===== src/rtl/atten_pkg.sv =====
package atten_pkg;
   localparam int NUM_CH  = 2;
   localparam int CH_MAIN = 0;
   localparam int CH_DIV  = 1;

   typedef enum logic [1:0] {
      SRC_ZERO = 2'd0,
      SRC_PIN  = 2'd1,
      SRC_REG  = 2'd2,
      SRC_OFF  = 2'd3
   } atten_src_e;
endpackage


===== src/rtl/atten_regfile.sv =====
module atten_regfile
   import atten_pkg::*;
#(
   parameter int CODE_W = 6,
   parameter int ADDR_W = 8,
   parameter int DATA_W = 8,
   parameter logic [ADDR_W-1:0] A_MAIN_REG = 8'h11,
   parameter logic [ADDR_W-1:0] A_DIV_REG  = 8'h12,
   parameter logic [ADDR_W-1:0] A_CFG      = 8'h13,
   parameter logic [ADDR_W-1:0] A_MAIN_PIN = 8'h16,
   parameter logic [ADDR_W-1:0] A_DIV_PIN  = 8'h17,
   parameter int PIN_RST = 60,
   parameter int REG_RST = 0,
   parameter int MAIN_MODE_BIT = 2,
   parameter int DIV_MODE_BIT  = 1,
   parameter int GPO_BIT       = 5
) (
   input  logic                          clk,
   input  logic                          rst_n,
   input  logic                          wr_en,
   input  logic [ADDR_W-1:0]             wr_addr,
   input  logic [DATA_W-1:0]             wr_data,
   output logic [NUM_CH-1:0][CODE_W-1:0] reg_code,
   output logic [NUM_CH-1:0][CODE_W-1:0] pin_code,
   output logic [NUM_CH-1:0]             reg_mode,
   output logic                          gpo_lvl
);
   localparam logic [NUM_CH-1:0][ADDR_W-1:0] REG_ADDR = {A_DIV_REG, A_MAIN_REG};
   localparam logic [NUM_CH-1:0][ADDR_W-1:0] PIN_ADDR = {A_DIV_PIN, A_MAIN_PIN};
   localparam int MODE_BIT [NUM_CH] = '{MAIN_MODE_BIT, DIV_MODE_BIT};
   localparam logic [CODE_W-1:0] PIN_RST_C = CODE_W'(PIN_RST);
   localparam logic [CODE_W-1:0] REG_RST_C = CODE_W'(REG_RST);

   logic cfg_hit;
   assign cfg_hit = wr_en && (wr_addr == A_CFG);

   for (genvar ch = 0; ch < NUM_CH; ch++) begin : g_ch
      logic reg_hit, pin_hit;
      assign reg_hit = wr_en && (wr_addr == REG_ADDR[ch]);
      assign pin_hit = wr_en && (wr_addr == PIN_ADDR[ch]);

      always_ff @(posedge clk or negedge rst_n) begin
         if (!rst_n) begin
            reg_code[ch] <= REG_RST_C;
            pin_code[ch] <= PIN_RST_C;
            reg_mode[ch] <= 1'b0;
         end else begin
            if (reg_hit) reg_code[ch] <= wr_data[CODE_W-1:0];
            if (pin_hit) pin_code[ch] <= wr_data[CODE_W-1:0];
            if (cfg_hit) reg_mode[ch] <= wr_data[MODE_BIT[ch]];
         end
      end
   end

   always_ff @(posedge clk or negedge rst_n) begin
      if (!rst_n)       gpo_lvl <= 1'b0;
      else if (cfg_hit) gpo_lvl <= wr_data[GPO_BIT];
   end
endmodule


===== src/rtl/atten_chan_path.sv =====
module atten_chan_path
   import atten_pkg::*;
#(
   parameter int CODE_W = 6
) (
   input  logic              clk,
   input  logic              rst_n,
   input  logic              reg_mode,
   input  logic              sel_pin,
   input  logic              dis_pin,
   input  logic [CODE_W-1:0] pin_code,
   input  logic [CODE_W-1:0] reg_code,
   output logic [CODE_W-1:0] code_q,
   output logic              en_q
);
   localparam logic [CODE_W-1:0] CODE_MAX = '1;

   atten_src_e        src;
   logic [CODE_W-1:0] code_nxt;

   always_comb begin
      if (reg_mode)     src = SRC_REG;
      else if (dis_pin) src = SRC_OFF;
      else if (sel_pin) src = SRC_PIN;
      else              src = SRC_ZERO;
   end

   always_comb begin
      unique case (src)
         SRC_REG:  code_nxt = reg_code;
         SRC_OFF:  code_nxt = CODE_MAX;
         SRC_PIN:  code_nxt = pin_code;
         default:  code_nxt = '0;
      endcase
   end

   always_ff @(posedge clk or negedge rst_n) begin
      if (!rst_n) begin
         code_q <= '0;
         en_q   <= 1'b1;
      end else begin
         code_q <= code_nxt;
         en_q   <= (src != SRC_OFF);
      end
   end
endmodule


===== src/rtl/atten_gpo_drv.sv =====
module atten_gpo_drv (
   input  logic clk,
   input  logic rst_n,
   input  logic div_reg_mode,
   input  logic gpo_lvl,
   output logic gpo_q,
   output logic gpo_oe_q
);
   always_ff @(posedge clk or negedge rst_n) begin
      if (!rst_n) begin
         gpo_q    <= 1'b0;
         gpo_oe_q <= 1'b0;
      end else begin
         gpo_oe_q <= div_reg_mode;
         gpo_q    <= div_reg_mode & gpo_lvl;
      end
   end
endmodule


===== src/rtl/atten_ctrl_core.sv =====
module atten_ctrl_core
   import atten_pkg::*;
#(
   parameter int CODE_W = 6,
   parameter int ADDR_W = 8,
   parameter int DATA_W = 8,
   parameter logic [ADDR_W-1:0] A_MAIN_REG = 8'h11,
   parameter logic [ADDR_W-1:0] A_DIV_REG  = 8'h12,
   parameter logic [ADDR_W-1:0] A_CFG      = 8'h13,
   parameter logic [ADDR_W-1:0] A_MAIN_PIN = 8'h16,
   parameter logic [ADDR_W-1:0] A_DIV_PIN  = 8'h17,
   parameter int PIN_RST = 60,
   parameter int REG_RST = 0,
   parameter int MAIN_MODE_BIT = 2,
   parameter int DIV_MODE_BIT  = 1,
   parameter int GPO_BIT       = 5
) (
   input  logic              clk,
   input  logic              rst_n,
   input  logic              main_sel_i,
   input  logic              main_dis_i,
   input  logic              div_sel_i,
   input  logic              div_dis_i,
   input  logic              wr_en_i,
   input  logic [ADDR_W-1:0] wr_addr_i,
   input  logic [DATA_W-1:0] wr_data_i,
   output logic [CODE_W-1:0] main_code_o,
   output logic [CODE_W-1:0] div_code_o,
   output logic              main_en_o,
   output logic              div_en_o,
   output logic              gpo_o,
   output logic              gpo_oe_o
);
   if (CODE_W > DATA_W) begin : g_chk_width
      $error("attenuation code wider than write data");
   end
   if (MAIN_MODE_BIT >= DATA_W || DIV_MODE_BIT >= DATA_W || GPO_BIT >= DATA_W) begin : g_chk_bits
      $error("configuration bit outside write data");
   end
   if (MAIN_MODE_BIT == DIV_MODE_BIT || GPO_BIT == MAIN_MODE_BIT || GPO_BIT == DIV_MODE_BIT) begin : g_chk_overlap
      $error("configuration bits overlap");
   end
   if (PIN_RST >= (1 << CODE_W) || REG_RST >= (1 << CODE_W)) begin : g_chk_rst
      $error("reset code does not fit the code width");
   end

   logic [NUM_CH-1:0]             sel_vec, dis_vec, reg_mode, en_q;
   logic [NUM_CH-1:0][CODE_W-1:0] reg_code, pin_code, code_q;
   logic                          gpo_lvl;

   assign sel_vec = {div_sel_i, main_sel_i};
   assign dis_vec = {div_dis_i, main_dis_i};

   atten_regfile #(
      .CODE_W(CODE_W), .ADDR_W(ADDR_W), .DATA_W(DATA_W),
      .A_MAIN_REG(A_MAIN_REG), .A_DIV_REG(A_DIV_REG), .A_CFG(A_CFG),
      .A_MAIN_PIN(A_MAIN_PIN), .A_DIV_PIN(A_DIV_PIN),
      .PIN_RST(PIN_RST), .REG_RST(REG_RST),
      .MAIN_MODE_BIT(MAIN_MODE_BIT), .DIV_MODE_BIT(DIV_MODE_BIT), .GPO_BIT(GPO_BIT)
   ) u_regs (
      .clk(clk), .rst_n(rst_n),
      .wr_en(wr_en_i), .wr_addr(wr_addr_i), .wr_data(wr_data_i),
      .reg_code(reg_code), .pin_code(pin_code),
      .reg_mode(reg_mode), .gpo_lvl(gpo_lvl)
   );

   for (genvar ch = 0; ch < NUM_CH; ch++) begin : g_path
      atten_chan_path #(.CODE_W(CODE_W)) u_path (
         .clk(clk), .rst_n(rst_n),
         .reg_mode(reg_mode[ch]), .sel_pin(sel_vec[ch]), .dis_pin(dis_vec[ch]),
         .pin_code(pin_code[ch]), .reg_code(reg_code[ch]),
         .code_q(code_q[ch]), .en_q(en_q[ch])
      );
   end

   atten_gpo_drv u_gpo (
      .clk(clk), .rst_n(rst_n),
      .div_reg_mode(reg_mode[CH_DIV]), .gpo_lvl(gpo_lvl),
      .gpo_q(gpo_o), .gpo_oe_q(gpo_oe_o)
   );

   assign main_code_o = code_q[CH_MAIN];
   assign div_code_o  = code_q[CH_DIV];
   assign main_en_o   = en_q[CH_MAIN];
   assign div_en_o    = en_q[CH_DIV];
endmodule


===== config.mk =====
export PLATFORM = sky130hd
export DESIGN_NAME = atten_ctrl_core
export DESIGN_NICKNAME = d
export VERILOG_FILES = /design/src/rtl/atten_pkg.sv /design/src/rtl/atten_regfile.sv /design/src/rtl/atten_chan_path.sv /design/src/rtl/atten_gpo_drv.sv /design/src/rtl/atten_ctrl_core.sv
export SDC_FILE = /design/constraint.sdc
export NUM_CORES = 1
export LEC_CHECK = 0
export ABC_AREA = 1
export BUFFER_PORTS_ARGS = -buffer_cell sky130_fd_sc_hd__buf_2
export CAP_MARGIN = 20
export CORE_MARGIN = 5
export CORE_UTILIZATION = 26
export DETAILED_ROUTE_END_ITERATION = 7
export PLACE_DENSITY = 0.45
export RECOVER_POWER = 50
export REMOVE_ABC_BUFFERS = 1
export SYNTH_ARGS = -nofsm -noshare
export SYNTH_HDL_FRONTEND = slang
export SYNTH_SLANG_ARGS = --single-unit

===== constraint.sdc =====
create_clock -name clk -period 2.4 [get_ports clk]
set_clock_uncertainty 0.2 [all_clocks]
set_input_delay 0.12 -clock clk [delete_from_list [all_inputs] [get_ports clk]]
set_output_delay 0.12 -clock clk [all_outputs]
set_load 0.01 [all_outputs]

After elaboration in Yosys (flattened, before gate mapping) --
Cells that the tools add are included. Widths: inputs -> output; s select.
Storage, ports and cells: register bits after elaboration 43, input bits 23, output and inout port bits 16, logic and storage cells 40
Operators by class: equality and inequality tests 13, multiplexer cells 8, bitwise logic cells 1, reductions and logical operators 5
Operators by type and width (count):
- $eq 8x5->1 const B | 5
- $pmux 6 s3 | 2
- $eq 2x2->1 const B | 4
- $mux 2 | 4
- $logic_and 1x1->1 | 5
- $eq 2x1->1 const B | 2
- $ne 2x2->1 const B | 2
- $mux 1 | 2
- $and 1x1->1 | 1

Longest topological paths before layout --
Gate-level depths: netlist of the first run.
depth in word-level cells 5, depth in mapped cells 7, mapped depth without buffers 6

Cells and area by module --
Synthesis of the first run repeated with hierarchy kept, for this count alone.
Second synthesis, totals: cells, all modules 227, area total of the unflattened synthesis 1979.4 µm²
By module, submodules not included:
- atten_regfile | instances 1, cells an instance 137, area an instance 1248.7 µm²
- atten_chan_path | instances 2, cells an instance 43, area an instance 336.6 µm²
- atten_gpo_drv | instances 1, cells an instance 4, area an instance 57.6 µm²

Least setup slack after synthesis of the first run --
Ideal clock, no wire load.
path type register to register, start register u_regs.reg_mode[1], end register g_path[1].u_path.code_q[2], library setup time 123 ps, arrival time 999 ps, data required time 2077 ps, path slack 1078 ps, cell stages (with the launch flop) 6, clock period less this slack 1322 ps, cells stage by stage dfrtp_1 -> buf_6 -> or2_0 -> clkbuf_1 -> o21ai_0 -> nand2_1
On the way: word-level cells in the longest chain between the ends 3
RTL lines:
- start: declaration | line atten_regfile.sv:25 | output logic [NUM_CH-1:0] reg_mode,
- start signal: indexed assignment | line atten_regfile.sv:50 | if (cfg_hit) reg_mode[ch] <= wr_data[MODE_BIT[ch]];
- $mux 2 * | line atten_chan_path.sv:22 | if (reg_mode) src = SRC_REG;
- $eq 2x1->1 / $eq 2x2->1 (equally long branches) | line atten_chan_path.sv:29 | unique case (src)
- $pmux 6 s3 * | line atten_chan_path.sv:29
- net g_path[1].u_path.code_nxt[2] | line atten_chan_path.sv:19 | logic [CODE_W-1:0] code_nxt;
- end signal: assignment | line atten_chan_path.sv:42 | code_q <= code_nxt;
- end: declaration | line atten_chan_path.sv:13 | output logic [CODE_W-1:0] code_q,
The timed path passes the listed nets; every way through them passes the cells marked *. A chain may end at the register's enable or synchronous reset.

Final worst setup path of the first run --
start input port wr_addr_i[0], end register u_regs.pin_code[4] in the netlist's numbering
On the way: word-level cells in the longest chain between the ends 2
RTL lines:
- start: declaration | line atten_ctrl_core.sv:25 | input logic [ADDR_W-1:0] wr_addr_i,
- $eq 8x5->1 | line atten_regfile.sv:40 | assign pin_hit = wr_en && (wr_addr == PIN_ADDR[ch]);
- $logic_and 1x1->1 | line atten_regfile.sv:40
- end signal: indexed assignment | line atten_regfile.sv:49 | if (pin_hit) pin_code[ch] <= wr_data[CODE_W-1:0];
- end: declaration | line atten_regfile.sv:24 | output logic [NUM_CH-1:0][CODE_W-1:0] pin_code,
Every way passes these cells.

==> metrics.md, run 1 <==
| Metric | Value |
|---|---|
| Status | finished clean |
| Max Fclk | 530 MHz |
| Design area | 2320 µm² |
| Hold path cells | 4 |
| Final ANT Viol Nets | 0 |
| Layout area overhead | 25.9% |
| WL/cell | 12.1 µm |
| Commonest non-fill, non-tap cell in the layout | nand2_1 |
| Final nets | 274 |
| Largest fanout on the critical path | 9 |
| Clock transition at path regs | 80 ps |
| Row cnt | 30 |
| Gate Count Post-Synth | 201 |
| Global route overflow | 0 |
| Root buf cell | clkbuf_8 |
| Pre-CTS WS | 858 ps |
| Final Util | 0.339 |
| # DRC | 0 |
| Largest net degree at the start of global routing | 33 |
| Final setup vio count | 0 |
| Die W | 94.1 µm |
| Placer Congestion | 0.725 |
| WP data required | 2440 ps |
| Routed WL | 4.21 mm |
| Final Max Tran Viols | 0 |
| Synth area leaders | dfrtp_1 45%, nand2_1 18%, dfstp_2 14% |
| Setup ws final | 514 ps |
| Synth top area share | 0.449 |
| Deepest clock path buffer count | 2 |
| CTS buffer count | 5 |
| Worst hold path type | input port to flop |
| Final non-filler cell total | 348 |
| DIE AREA | 8860 µm² |
| Max Cap Viol | 0 |
| Total GRT Usage | 0.104 |
| Kind of launch point of the worst setup path | input port |
| # diodes | 0 |
| FF+latch count, synth | 43 |
| Arr. time, crit path | 1920 ps |
| First-pass GRT wire length | 7.09 mm |
| Netlist cell types | 17 |
| Cts repair resizes | 0 |
| DR vias | 1507 |
| DR iter-0 viols | 65 |
| Slew HR | 0.455 |
| Initial Utilization | 0.269 |
| Ports | 39 |
| Die Y | 94.1 µm |
| Post-DP Area | 2100 µm² |
| Most frequent cells in the layout | 86 x nand2_1, 33 x dfrtp_1, 27 x nand4_1, 19 x buf_2, 18 x clkbuf_1 |
| Worst reg2reg path depth | 3 |
| Dpl cells | 326 |
| Area leader, netlist | dfrtp_1 |
| Leak Pwr | 1.12 nW |
| Crit share post-route | 0.786 |
| Antenna violations before repair | 0 |
| Clock Sinks | 43 |
| Drt first pass iters | 4 |
| Layout cells sized above 1 | 0.187 |
| Worst setup EP type | flop |
| Vias/cell | 4.33 |
| Setup TNS Final | 0 ps |
| Vias in the first global route | 1534 |
| Worst slew pin tran | 817 ps |
| Final hold vios | 0 |
| CTS tree | yes |
| Power Density | 616 nW/µm² |
| YS warnings | 0 |
| Post-DP HPWL | 2.94 mm |
| Core area | 6830 µm² |
| # port buffers | 36 |
| WS Path Type | input port to flop |
| Seq/Total Area, Yosys | 0.592 |
| Fin crit period | 1890 ps |
| Syn_area_per_cell | 9.15 µm² |
| RSZ-0062 raised after global routing | false |
| Worst vdd ir | 0.203 mV |
| Post-Syn Area | 1840 µm² |
| Number of fill cells | 753 |
| # H-tree levels | 2 |
| Clock Latency Late Sink | 290 ps |
## synthesized netlist by cell type
cell type / n
nand3_1: 9
buf_2: 5
nand3_2: 2
o21ai_0: 6
nand4_1: 27
buf_4: 3
nor2_2: 3
dfstp_2: 10
nor2_4: 2
inv_1: 9
or2_0: 1
dfrtp_1: 33
buf_6: 1
nand2_1: 86
nor3b_2: 1
nor2_1: 2
clkbuf_1: 1
## repair_timing
action | 4_1_cts | 5_1_grt
buffers inserted | 0 | 0
hold buffers | 14 | 0
hold endpoints to repair | 72 | 0
## metrics by stage
step,power (mW),hold WS [ps]
floorplan,0.858,-376
global placement,0.933,-153
detailed placement,0.935,-151
CTS,1.45,5.68
finish,1.43,12.7
global route,1.50,26.8
## worst paths after layout
check	startpoint	to	slack (ps)
max	wr_addr_i[0]	u_regs.pin_code[4]	510
min	wr_addr_i[2]	u_regs.reg_mode[0]	10
max reg2reg	u_regs.reg_mode[1]	g_path[1].u_path.code_q[5]	920
min reg2reg	u_regs.pin_code[10]	u_regs.pin_code[10]	260
max in group asynchronous	rst_n	u_regs.pin_code[1]	590
min in group asynchronous	rst_n	g_path[0].u_path.code_q[1]	230
## critical path: stages
cell and delay (ps):
dlygate4sd3_1 540, buf_2 140, nor2_2 340, nand4_1 140, dlygate4sd3_1 580, nand2_1 70
## metal layers
metal,vias up,share of wire,track usage
met4,0,0.021,0.0469
met5,-,0,0
met2,29,0.46,0.174
met1,703,0.47,0.123
met3,7,0.046,0.0264
li1,768,-,-
## cell families (layout without fill, tap and decap cells)
kind of cell           count (synthesis)  in the layout  synth area share
DFF                                   43             43             0.592
AOI/OAI and AO/OA                      6              6            0.0163
and+or+nand+nor                      133            133             0.339
buffers and inverters                 19             70            0.0524
## final cells by class
type | count | area, µm² | area share
tap | 96 | 120 | 0.0519
timing repair buffer | 53 | 319 | 0.138
sequential | 43 | 1090 | 0.470
inverter | 9 | 33.8 | 0.0146
clock buffer | 8 | 100 | 0.0432
multi-input combinational | 139 | 654 | 0.283
## state kept, by name, summed over array words and instances, names as in the netlist
signal	count
u_regs.pin_code	12
u_regs.reg_code	12
u_gpo.gpo_q	1
g_path.u_path.code_q	12
g_path.u_path.en_q	2
u_regs.gpo_lvl	1
u_regs.reg_mode	2
u_gpo.gpo_oe_q	1
## power by group
group,total (mW),leakage [nW],switching (mW),internal (mW)
clock,0.500,0.0515,0.238,0.263
combinational,0.142,0.531,0.0904,0.0514
sequential,0.784,0.537,0.0180,0.766
(Power assumes the default switching activity.)
==> inputs of run 2 (changes only) <==
--- a/config.mk
+++ b/config.mk
@@ -11,7 +11,7 @@
 export CORE_MARGIN = 5
 export CORE_UTILIZATION = 26
 export DETAILED_ROUTE_END_ITERATION = 7
-export PLACE_DENSITY = 0.45
+export PLACE_DENSITY = 0.47
 export RECOVER_POWER = 50
 export REMOVE_ABC_BUFFERS = 1
 export SYNTH_ARGS = -nofsm -noshare
==> constraint.sdc (replaced) <==
create_clock -name clk -period 1.7 [get_ports clk]
set_clock_uncertainty 0.2 [all_clocks]
set_input_delay 0.085 -clock clk [delete_from_list [all_inputs] [get_ports clk]]
set_output_delay 0.085 -clock clk [all_outputs]
set_load 0.01 [all_outputs]
==> run 2 against run 1 <==
- cell count grew 1.4%
- global-route usage down 0.21 points
- flip-flop and latch count unchanged
- via count increased by 2.3%
- die area unchanged
- routed wire length down 1.4%
- critical path depth stayed put
- sequential power grew 40%
- largest cell class unchanged
==> metrics.md, run 2 (synthesized netlist as in run 1, its figures left out) <==
| Metric | Value |
|---|---|
| Deepest clock path buffer count | 2 |
| Row cnt | 30 |
| WP data required | 1680 ps |
| Total GRT Usage | 0.101 |
| Largest fanout on the critical path | 9 |
| Worst hold path type | input port to flop |
| Status | finished clean |
| Final Max Tran Viols | 0 |
| Final ANT Viol Nets | 0 |
| # hold bufs at CTS | 15 |
| Multi-input gate area | 654 µm² |
| CTS tree | yes |
| Final setup vio count | 0 |
| # DRC | 0 |
| Core area | 6830 µm² |
| Clock Sinks | 43 |
| Fin crit period | 1500 ps |
| DR iter-0 viols | 83 |
| DR vias | 1542 |
| Vias in the first global route | 1573 |
| Root buf cell | clkbuf_8 |
| Power Density | 827 nW/µm² |
| Ports | 39 |
| WL/cell | 11.8 µm |
| Most frequent cells in the layout | 86 x nand2_1, 33 x dfrtp_1, 30 x buf_2, 27 x nand4_1, 15 x dlygate4sd3_1 |
| First-pass GRT wire length | 7.11 mm |
| Setup TNS Final | 0 ps |
| Arr. time, crit path | 1480 ps |
| Die W | 94.1 µm |
| Max Fclk | 667 MHz |
| Largest net degree at the start of global routing | 44 |
| Clock transition at path regs | 80 ps |
| Pwr Total | 1.97 mW |
| Number of fill cells | 756 |
| Commonest non-fill, non-tap cell in the layout | nand2_1 |
| Leak Pwr | 1.19 nW |
| Setup Buffers After CTS | 0 |
| Worst setup EP type | flop |
| DIE AREA | 8860 µm² |
| CTS buffer count | 5 |
| # port buffers | 36 |
| WS Path Type | input port to flop |
| Final hold vios | 0 |
| Layout area overhead | 29.2% |
| Clock Latency Late Sink | 290 ps |
| Layout cells sized above 1 | 0.241 |
| Post-DP HPWL | 2.97 mm |
| Initial Utilization | 0.269 |
| Register Area | 1090 µm² |
| Die Y | 94.1 µm |
| Slew HR | 0.639 |
| Worst slew pin tran | 542 ps |
| RSZ-0062 raised after global routing | false |
| Drt first pass iters | 4 |
| Crit share post-route | 0.882 |
| Max Cap Viol | 0 |
| Placer Congestion | 0.753 |
| Regs by FF count | g_path.u_path.code_q (12), u_regs.pin_code (12), u_regs.reg_code (12) |
| Final nets | 280 |
| Global route overflow | 0 |
| Kind of launch point of the worst setup path | input port |
| Vias/cell | 4.37 |
| Antenna violations before repair | 0 |
| Cts repair resizes | 0 |
| Hold slack | 17.7 ps |
| # diodes | 0 |
| Worst vdd ir | 0.286 mV |
| Routed WL | 4.15 mm |
| # H-tree levels | 2 |
-- run 2: cell types whose count changed in the layout (fill, tap and decap cells not counted), sizes merged --
cell / delta
buf: +16
clkbuf: -13
clkinv: +1
dlygate4sd3: +1
-- run 2: metrics by stage --
step / instances / setup WS (ps) / instance area (µm²) / utilization
floorplan: 191 / 88.4 / 1780 / -
global route: 353 / 144 / 2380 / 0.348
CTS: 353 / 240 / 2390 / 0.349
detailed placement: 331 / 337 / 2150 / 0.315
global placement: 331 / 357 / 2150 / 0.315
finish: 353 / 201 / 2380 / 0.348
-- run 2: report_power, final --
part / total [mW] / internal (mW) / switching (mW)
Sequential: 1.10 / 1.08 / 0.0200
Combinational: 0.221 / 0.0872 / 0.134
Clock: 0.642 / 0.319 / 0.323
Total: 1.97 / 1.49 / 0.477
-- run 2: path summary, 6_finish.rpt --
check | from | endpoint | slack [ps] | cells past startpoint
setup / recovery | wr_addr_i[2] | u_regs.reg_code[6] | 200 | 6
hold / removal | div_dis_i | g_path[1].u_path.en_q | 20 | 4
setup reg to reg | u_regs.reg_mode[1] | g_path[1].u_path.code_q[0] | 360 | 3
hold reg to reg | u_regs.pin_code[11] | u_regs.pin_code[11] | 260 | 2
max in group asynchronous | rst_n | u_regs.pin_code[3] | 720 | 3
min in group asynchronous | rst_n | g_path[1].u_path.code_q[0] | 200 | 3
-- run 2: critical path, cell delays in order --
cell and delay [ps]:
buf_2 100, dlygate4sd3_1 580, nor2_4 260, nand3_1 270, nand2_1 130, nand2_1 50
-- run 2: final cells by class --
type,instances,area share
clock buffers,6,0.0348
clock inverters,1,0.00211
inverters,9,0.0142
multi-input cells,139,0.275
flip-flops and latches,43,0.458
well taps,96,0.0506
repair buffers,59,0.165
-- run 2: per-layer routing --
metal | track usage | part of all wire | vias to the layer above
met1 | 0.130 | 0.47 | 724
met5 | 0 | 0 | -
li1 | - | - | 770
met2 | 0.161 | 0.45 | 42
met4 | 0.0397 | 0.018 | 0
met3 | 0.0272 | 0.060 | 6
==> inputs of run 3 (changes only) <==
--- a/config.mk
+++ b/config.mk
@@ -8,6 +8,7 @@
 export ABC_AREA = 1
 export BUFFER_PORTS_ARGS = -buffer_cell sky130_fd_sc_hd__buf_2
 export CAP_MARGIN = 20
+export CORE_ASPECT_RATIO = 1.4
 export CORE_MARGIN = 5
 export CORE_UTILIZATION = 26
 export DETAILED_ROUTE_END_ITERATION = 7
==> run 3 against run 2 <==
- fmax down 1.2%
- flip-flop and latch count is the same
- combinational power about the same
- non-clock buffer count stayed put
- critical path type unchanged
- highest routed layer unchanged
==> metrics.md, run 3 (synthesized netlist as in run 1, its figures left out) <==
| Metric | Value |
|---|---|
| Routed length on met3 | 248 µm |
| Worst vdd ir | 0.337 mV |
| Die Y | 110 µm |
| Setup TNS Final | 0 ps |
| Reg power frac | 0.546 |
| # port buffers | 36 |
| Final hold vios | 0 |
| DR top layer | met4 |
| Fin crit period | 1520 ps |
| Max Fclk | 659 MHz |
| Hold path cells | 4 |
| Worst path cell trace | buf_2 > inv_1 > nand2_1 > nor2_4 > dlygate4sd3_1 > nand4_1 > nand2_1 |
| Routed met1 length | 1.88 mm |
| Status | finished clean |
| Slowest-stage cell, CP | dlygate4sd3_1 |
| Die W | 81.1 µm |
| Worst hold path type | input port to flop |
| Pre-CTS WS | 311 ps |
| Clock power frac | 0.346 |
| Placer Congestion | 0.735 |
| WP data required | 1730 ps |
| Routed WL | 4.39 mm |
| # diodes | 0 |
| Design area | 2380 µm² |
| Worst reg2reg path depth | 3 |
| Worst setup EP type | flop |
| # DRC | 0 |
| Clock transition at path regs | 80 ps |
| Hold slack | 2.88 ps |
| Post-DP Area | 2130 µm² |
| Vias/cell | 4.35 |
| Clock Sinks | 43 |
| Most used cell, CP | nand2_1 |
| Leak Pwr | 1.17 nW |
| CTS buffer count | 5 |
| Wire length on met2 | 2.17 mm |
| Comb pwr share | 0.108 |
| Post-DP HPWL | 3.01 mm |
| Final nets | 280 |
| Drt first pass iters | 4 |
| Sw power | 0.485 mW |
| Total GRT Usage | 0.107 |
| Arr. time, crit path | 1540 ps |
| DIE AREA | 8880 µm² |
| WL/cell | 12.4 µm |
| Slew HR | 0.368 |
| Final non-filler cell total | 353 |
| Initial Utilization | 0.265 |
| Layout area overhead | 29.6% |
| Row cnt | 36 |
| Clock Latency Late Sink | 290 ps |
| Max Cap Viol | 0 |
| Layout cells sized above 1 | 0.213 |
| Commonest non-fill, non-tap cell in the layout | nand2_1 |
| Ports | 39 |
| Slowest stage delay, CP | 810 ps |
| Crit share post-route | 0.892 |
| Regs by FF count | g_path.u_path.code_q (12), u_regs.pin_code (12), u_regs.reg_code (12) |
| Sw frac | 0.240 |
| Root buf cell | clkbuf_8 |
| Deepest clock path buffer count | 2 |
| Kind of launch point of the worst setup path | input port |
| Global route overflow | 0 |
| # H-tree levels | 2 |
| Power Density | 848 nW/µm² |
| WS Path Type | input port to flop |
| DR vias | 1536 |
| P_int | 1.54 mW |
| Worst slew pin tran | 948 ps |
| Largest net degree at the start of global routing | 44 |
| Vias in the first global route | 1508 |
| DR iter-0 viols | 104 |
| Core area | 6940 µm² |
| Final setup vio count | 0 |
| CTS tree | yes |
| First-pass GRT wire length | 7.21 mm |
| RSZ-0062 raised after global routing | false |
| Antenna violations before repair | 0 |
| Final Max Tran Viols | 0 |
| Dpl cells | 328 |
| Cts repair resizes | 0 |
| Setup ws final | 183 ps |
| Final ANT Viol Nets | 0 |
| Most frequent cells in the layout | 86 x nand2_1, 33 x dfrtp_1, 27 x nand4_1, 26 x buf_2, 17 x dlygate4sd3_1 |
| Largest fanout on the critical path | 10 |
-- run 3: critical path: cells and delay by family --
kind,cells,cell delay [ps]
buffers and inverters,3,980
and+or+nand+nor,4,480
-- run 3: path summary, 6_finish.rpt --
check	slack, ps	startpoint	endpoint
worst min-delay path	3	div_dis_i	g_path[1].u_path.en_q
min in group asynchronous	360	rst_n	g_path[1].u_path.code_q[2]
max in group asynchronous	350	rst_n	g_path[0].u_path.code_q[2]
worst min register to register	260	u_regs.pin_code[8]	u_regs.pin_code[8]
worst max-delay path	180	wr_addr_i[3]	u_regs.reg_code[6]
worst max register to register	360	u_regs.reg_mode[1]	g_path[1].u_path.code_q[4]
-- run 3: layout make-up --
cell class                 instances  area (µm²)
inverter                           9        33.8
clock buffer                       8         100
sequential                        43        1090
fill                             800        4550
timing repair buffer              59         388
multi-input combinational        139         654
tap                               95         119
-- run 3: per-layer routing --
layer,vias up,track usage
li1,775,-
met1,713,0.130
met2,42,0.178
met3,6,0.0221
met4,0,0.0507
met5,-,0
-- run 3: power groups by stage --
stage	combinational (mW)	sequential (mW)	clock, mW
floorplan	0.0770	1.13	0
global placement	0.201	1.12	0
detailed placement	0.203	1.12	0
CTS	0.229	1.10	0.723
global route	0.247	1.11	0.770
finish	0.219	1.10	0.699
-- run 3: what timing repair did --
action	CTS	global route
hold endpoints to repair	68	0
buffers inserted	0	0
hold buffers	17	0
-- run 3: per-stage QoR --
| stage | power, mW | utilization |
|---|---|---|
| detailed placement | 1.33 | 0.308 |
| floorplan | 1.21 | - |
| CTS | 2.06 | 0.347 |
| finish | 2.02 | 0.344 |
| global route | 2.13 | 0.344 |
| global placement | 1.32 | 0.308 |
